[src/rtl/spi_reg_decoder.sv]
module spi_reg_decoder #(
  parameter int ADDR_W   = 6,
  parameter int CFG_ADDR = 4
) (
  input  logic                          clk,
  input  logic                          rst_n,
  input  logic                          sclk,
  input  logic                          mosi,
  input  logic                          sel_n,
  output logic                          miso,
  input  logic [7:0]                    status_i,
  output logic [(8*(1<<ADDR_W))-1:0]    reg_file_o,
  output logic                          fbuf_rd,
  output logic                          fbuf_wr,
  output logic                          sram_rd,
  output logic                          sram_wr
);
  localparam int DEPTH = 1 << ADDR_W;

  typedef enum logic [1:0] {PH_CMD, PH_RD, PH_WR, PH_SKIP} phase_t;

  logic [7:0]        regs [DEPTH];
  logic [2:0]        sclk_q, sel_q;
  logic [1:0]        mosi_q;
  logic [7:0]        rx_sh, tx_sh, rx_next;
  logic [2:0]        bit_cnt;
  logic [ADDR_W-1:0] addr;
  phase_t            phase;
  logic [3:0]        strb;
  logic              rise, fall, selected, sel_start;
  logic [7:0]        stat_byte;

  assign rise      = sclk_q[1] & ~sclk_q[2];
  assign fall      = ~sclk_q[1] & sclk_q[2];
  assign selected  = ~sel_q[1];
  assign sel_start = ~sel_q[1] & sel_q[2];
  assign rx_next   = {rx_sh[6:0], mosi_q[1]};
  assign stat_byte = (regs[CFG_ADDR][1:0] == 2'd0) ? 8'h00 : status_i;
  assign miso      = ~sel_n & tx_sh[7];
  assign {fbuf_wr, fbuf_rd, sram_wr, sram_rd} = strb;

  for (genvar g = 0; g < DEPTH; g++) begin : g_flat
    assign reg_file_o[g*8 +: 8] = regs[g];
  end

  always_ff @(posedge clk or negedge rst_n) begin
    if (!rst_n) begin
      sclk_q <= 3'b000;
      sel_q  <= 3'b111;
      mosi_q <= 2'b00;
    end else begin
      sclk_q <= {sclk_q[1:0], sclk};
      sel_q  <= {sel_q[1:0], sel_n};
      mosi_q <= {mosi_q[0], mosi};
    end
  end

  always_ff @(posedge clk or negedge rst_n) begin
    if (!rst_n) begin
      for (int i = 0; i < DEPTH; i++) regs[i] <= 8'h00;
      rx_sh   <= 8'h00;
      tx_sh   <= 8'h00;
      bit_cnt <= 3'd0;
      addr    <= '0;
      phase   <= PH_CMD;
      strb    <= 4'b0000;
    end else begin
      strb <= 4'b0000;
      if (!selected) begin
        bit_cnt <= 3'd0;
        phase   <= PH_CMD;
      end else begin
        if (sel_start) tx_sh <= stat_byte;
        if (rise) begin
          rx_sh   <= rx_next;
          bit_cnt <= bit_cnt + 3'd1;
          if (bit_cnt == 3'd7) begin
            case (phase)
              PH_CMD: begin
                if (rx_next[7]) begin
                  addr  <= rx_next[ADDR_W-1:0];
                  phase <= rx_next[6] ? PH_WR : PH_RD;
                end else begin
                  phase <= PH_SKIP;
                  case (rx_next[6:5])
                    2'b00:   strb <= 4'b0001;
                    2'b10:   strb <= 4'b0010;
                    2'b01:   strb <= 4'b0100;
                    default: strb <= 4'b1000;
                  endcase
                end
              end
              PH_WR: begin
                regs[addr] <= rx_next;
                phase      <= PH_SKIP;
              end
              PH_RD:   phase <= PH_SKIP;
              default: phase <= PH_SKIP;
            endcase
          end
        end
        if (fall) begin
          if (bit_cnt == 3'd0) tx_sh <= (phase == PH_RD) ? regs[addr] : 8'h00;
          else                 tx_sh <= {tx_sh[6:0], 1'b0};
        end
      end
    end
  end

  a_r8_one_strobe: assert property (@(posedge clk) disable iff (!rst_n)
    $onehot0({fbuf_rd, fbuf_wr, sram_rd, sram_wr}));

  a_r8_single_cycle: assert property (@(posedge clk) disable iff (!rst_n)
    (fbuf_rd | fbuf_wr | sram_rd | sram_wr) |=> !(fbuf_rd | fbuf_wr | sram_rd | sram_wr));

  a_r9_idle_no_write: assert property (@(posedge clk) disable iff (!rst_n)
    (!selected && $past(!selected)) |-> $stable(reg_file_o));

  a_r11_tx_moves_on_fall: assert property (@(posedge clk) disable iff (!rst_n)
    (!fall && !sel_start) |=> $stable(tx_sh));

  a_r6_strobe_idle_unselected: assert property (@(posedge clk) disable iff (!rst_n)
    (!selected && $past(!selected)) |-> !(fbuf_rd | fbuf_wr | sram_rd | sram_wr));
endmodule

[config.mk]
export PLATFORM = sky130hd
export DESIGN_NAME = spi_reg_decoder
export DESIGN_NICKNAME = d
export VERILOG_FILES = /design/src/rtl/spi_reg_decoder.sv
export SDC_FILE = /design/constraint.sdc
export NUM_CORES = 1
export LEC_CHECK = 0
export ABC_AREA = 1
export CAP_MARGIN = 20
export CORE_MARGIN = 2
export CORE_UTILIZATION = 35
export CTS_BUF_LIST = sky130_fd_sc_hd__clkbuf_16
export CTS_CLUSTER_SIZE = 24
export DETAILED_ROUTE_END_ITERATION = 7
export HOLD_SLACK_MARGIN = 0.06
export PLACE_DENSITY = 0.66
export SLEW_MARGIN = 20
export SYNTH_ARGS = -nofsm -noshare
export SYNTH_HDL_FRONTEND = slang
export SYNTH_SLANG_ARGS = --single-unit
[constraint.sdc]
create_clock -name clk -period 2.1 [get_ports clk]
set_clock_uncertainty 0.05 [all_clocks]
set_input_delay 0.21 -clock clk [delete_from_list [all_inputs] [get_ports clk]]
set_output_delay 0.21 -clock clk [all_outputs]
set_load 0.05 [all_outputs]
==> impl_metrics.py <==
metrics = {
    "worst_setup_path": {
        "cp.depth": 16,
        "cp.required_ns": 2.52,
        "critPathMaxFanout": 8,
        "criticalPathCategory": "register to register",
        "start_kind": "register",
        "end_kind": "register",
        "r2r_cells": 16,
        "crit_path_max_incr_delay_ns": 0.37,
        "r2r_slack_ns": -0.27,
        "cpMostUsedCell": "buf_12",
        "cpMaxStageDelayCell": "dfrtp_1",
        "r2r_start": "sclk_q[1]$_DFF_PN0_",
        "worstReg2RegEnd": "reg_file_o[225]$_DFFE_PN0P_",
        "cp.arrival_ns": 2.78,
        "path_buf_inv": 8,
        "cp_cell_sequence": "inv_2 > nor2_2 > inv_2 > nor2_4 > inv_2 > nor2_4 > nand3_4 > buf_12 > buf_12 > nor4_4 > buf_12 > buf_12 > nand2_8 > buf_12 > nand2_2 > o21ai_2",
        "path_delay_family": "buffers and inverters",
    },
    "place": {
        "place_ws_ns": -0.8963,
        "port_buffers": 529,
        "placed_cell_area_mm2": 0.03450,
        "place.gp.congestion": 0.9285,
        "dp_hpwl_um": 79290,
    },
    "sta": {
        "maxSlewHeadroom_pct": 51.53,
        "period_share_pct": 112.7,
        "finalWorstSetupSlack_ns": -0.2664,
        "max_clock_freq_ghz": 0.4226,
        "tightest_slew_ns": 0.7271,
        "hold_viol": 0,
        "grt_setup_unrepaired": "yes",
        "finalSetupViolCount": 443,
        "layout_min_cycle_time_ns": 2.366,
        "finalMaxSlewViolations": 0,
        "totalNegativeSetupSlack_ns": -53.74,
    },
    "clock_tree": {
        "cts_tree": "built",
        "clk_latency_ns": 0.61,
        "root_buffer": "clkbuf_16",
        "htree_levels": 3,
        "cts.sinks": 550,
        "clockBufferDepth": 3,
        "numCtsBuffers": 66,
        "cts.clk_slew.worst_paths_ns": 0.06,
    },
    "logic_synthesis": {
        "muxShareOfSynthArea_pct": 0,
        "ys_ff_latch": 550,
        "synth_nets": 3446,
        "synth_cell_type_count": 25,
        "syn_inst": 3430,
        "synth_top_area_share_pct": 51.91,
        "avgSynthCellArea_um2": 7.688,
        "synth_largest_area_cell": "dfrtp_1",
        "yosysWarnings": 0,
        "netlist_area_mm2": 0.02637,
        "synth_compound_area_share_pct": 12.29,
        "yosysSeqAreaShare_pct": 52.21,
        "yosys-top-cells-area": "dfrtp_1 (52%), nand2_1 (18%), o21ai_0 (11%)",
        "synth_fa_ha_area_share_pct": 0.1423,
        "synth_simple_gate_area_share_pct": 25.11,
        "synth_xor_area_share_pct": 0,
        "synth_top_family_by_area": "simple AND/OR/NAND/NOR gates",
    },
    "drt": {
        "antenna_left": 0,
        "dr.pass1.iters": 6,
        "route.detailed.drc": 0,
        "drt_wl_total_um": 121100,
        "vias": 27420,
        "drtIter0Drc": 2837,
        "wl_per_cell_um": 23.36,
        "via_per_inst": 5.289,
    },
    "die": {
        "start_util_pct": 35.36,
        "die_height_um": 278.5,
        "pin_count": 530,
        "die-area_mm2": 0.07755,
        "coreArea_mm2": 0.07457,
        "rows": 100,
        "fp.dieW_um": 278.5,
    },
    "hold_path": {
        "hold_class": "input pin to async pin",
    },
    "pwr": {
        "p_total_mw": 23.35,
        "ir_drop_v": 0.0004467,
        "p_leak_nw": 19.74,
        "powerDensity_mw_per_mm2": 580.1,
    },
    "finish": {
        "synthToLayoutAreaGrowth_pct": 52.63,
        "layout_commonest_cell": "nand2_1",
        "mostFrequentLayoutCells": "nand2_1 (973), dfrtp_1 (546), inv_1 (400), dlygate4sd2_1 (309), o21ai_0 (270)",
        "nFillCells": 6847,
        "finish.utilization_pct": 53.97,
        "design_area_mm2": 0.04025,
        "drive_gt1_share_pct": 22.76,
        "fin_nets": 4182,
    },
    "global_route": {
        "antenna_found_initial": 1,
        "grt_pass1_vias": 26060,
        "track_usage_pct": 30.07,
        "grt_max_degree": 87,
        "grt-ovfl-total": 0,
        "grt_pass1_wl_um": 173400,
    },
    "status": {
        "outcome": "complete, but fails checks",
        "violations": "negative setup slack",
    },
    "job": {
        "cap_viol_max_count": 0,
    },
}
[per-layer routing]
metal / part of all wire (%) / vias to the layer above / GRT usage (%)
met3: 8.1 / 319 / 5.759
met4: 4.9 / 2 / 12.85
met2: 47 / 1478 / 48.81
li1: - / 12300 / -
met1: 40 / 13320 / 39.28
met5: 0.0074 / - / 0
[flip-flops by register name, indices dropped and copies added, names as in the netlist]
register	count
tx_sh	8
rx_sh	7
addr	6
mosi_q	2
sel_q	3
reg_file_o	512
sclk_q	3
phase	2
strb	4
bit_cnt	3
[synth_stat cells]
cell type and number:
nor2_1 70, clkbuf_1 160, o21ai_0 597, clkinv_1 1, or2_2 34, buf_2 7, nand3_4 1, nor4_4 6
buf_6 48, o22ai_1 2, nor3_1 14, nor3_4 1, a31oi_1 2, nor2_4 1, nor2_2 1, nand3_1 223
nand2_1 1260, o211ai_1 21, dfstp_2 3, ha_1 3, a21oi_1 14, buf_1 4, dfrtp_1 547, nand4_1 8
inv_1 402
[what timing repair did]
| item | 4_1_cts | 5_1_grt |
|---|---|---|
| setup endpoints to repair | 561 | 636 |
| endpoints found under the hold margin | 550 | 0 |
| hold buffers | 5 | 0 |
| cloned | 45 | 16 |
| gates resized for setup | 908 | 480 |
| pin swaps | 46 | 35 |
| buffers inserted | 40 | 12 |
[how the worst max path moves through the flow]
stage / from / to / slack (ns)
after floorplan: addr[0]$_DFFE_PN0P_ / tx_sh[1]$_DFFE_PN0P_ / 0.003
after global placement: addr[0]$_DFFE_PN0P_ / tx_sh[5]$_DFFE_PN0P_ / -0.93
after detailed placement: addr[0]$_DFFE_PN0P_ / tx_sh[5]$_DFFE_PN0P_ / -0.90
after CTS: addr[0]$_DFFE_PN0P_ / tx_sh[5]$_DFFE_PN0P_ / -0.20
after global routing: sclk_q[1]$_DFF_PN0_ / reg_file_o[229]$_DFFE_PN0P_ / -0.37
final: sclk_q[1]$_DFF_PN0_ / reg_file_o[225]$_DFFE_PN0P_ / -0.27
[kinds of logic after synthesis]
logic type | count (synthesis)
simple gates | 1619
compound gates | 636
buf+inv | 622
flops | 550
fa+ha+maj | 3
[layout make-up]
type                            instances  area, um2  share of cell area (%)
Clock buffer                           67       1677                   4.166
Clock inverter                         48      345.3                  0.8580
Antenna cell                            1      2.502                0.006218
Inverter                              403       1529                   3.799
Sequential cell                       550      13770                   34.22
Multi-Input combinational cell       2262      12050                   29.93
Timing Repair inverter                  1      11.26                 0.02798
Timing Repair Buffer                  882       9653                   23.98
Tap cell                              969       1212                   3.012
[through the flow]
step	std cells	hold slack [ns]
after floorplan	3430	-0.1356
after global placement	4966	0.07330
after detailed placement	4966	0.06926
after CTS	5161	0.2018
after global routing	5182	0.2294
final	5183	0.2142
[tightest hold or removal path, cell delays in order]
cell and delay (ns):
dlygate4sd3_1 0.56, buf_8 0.22, buf_12 0.22
[where the power goes]
part           switching, mW  leakage (nW)  internal (mW)
logic                   1.34          11.1          0.288
clock network           4.72          1.04           6.29
registers             0.0445          7.65           10.7
total                   6.11          19.7           17.2
No activity file was read; power rests on OpenSTA's default activity.
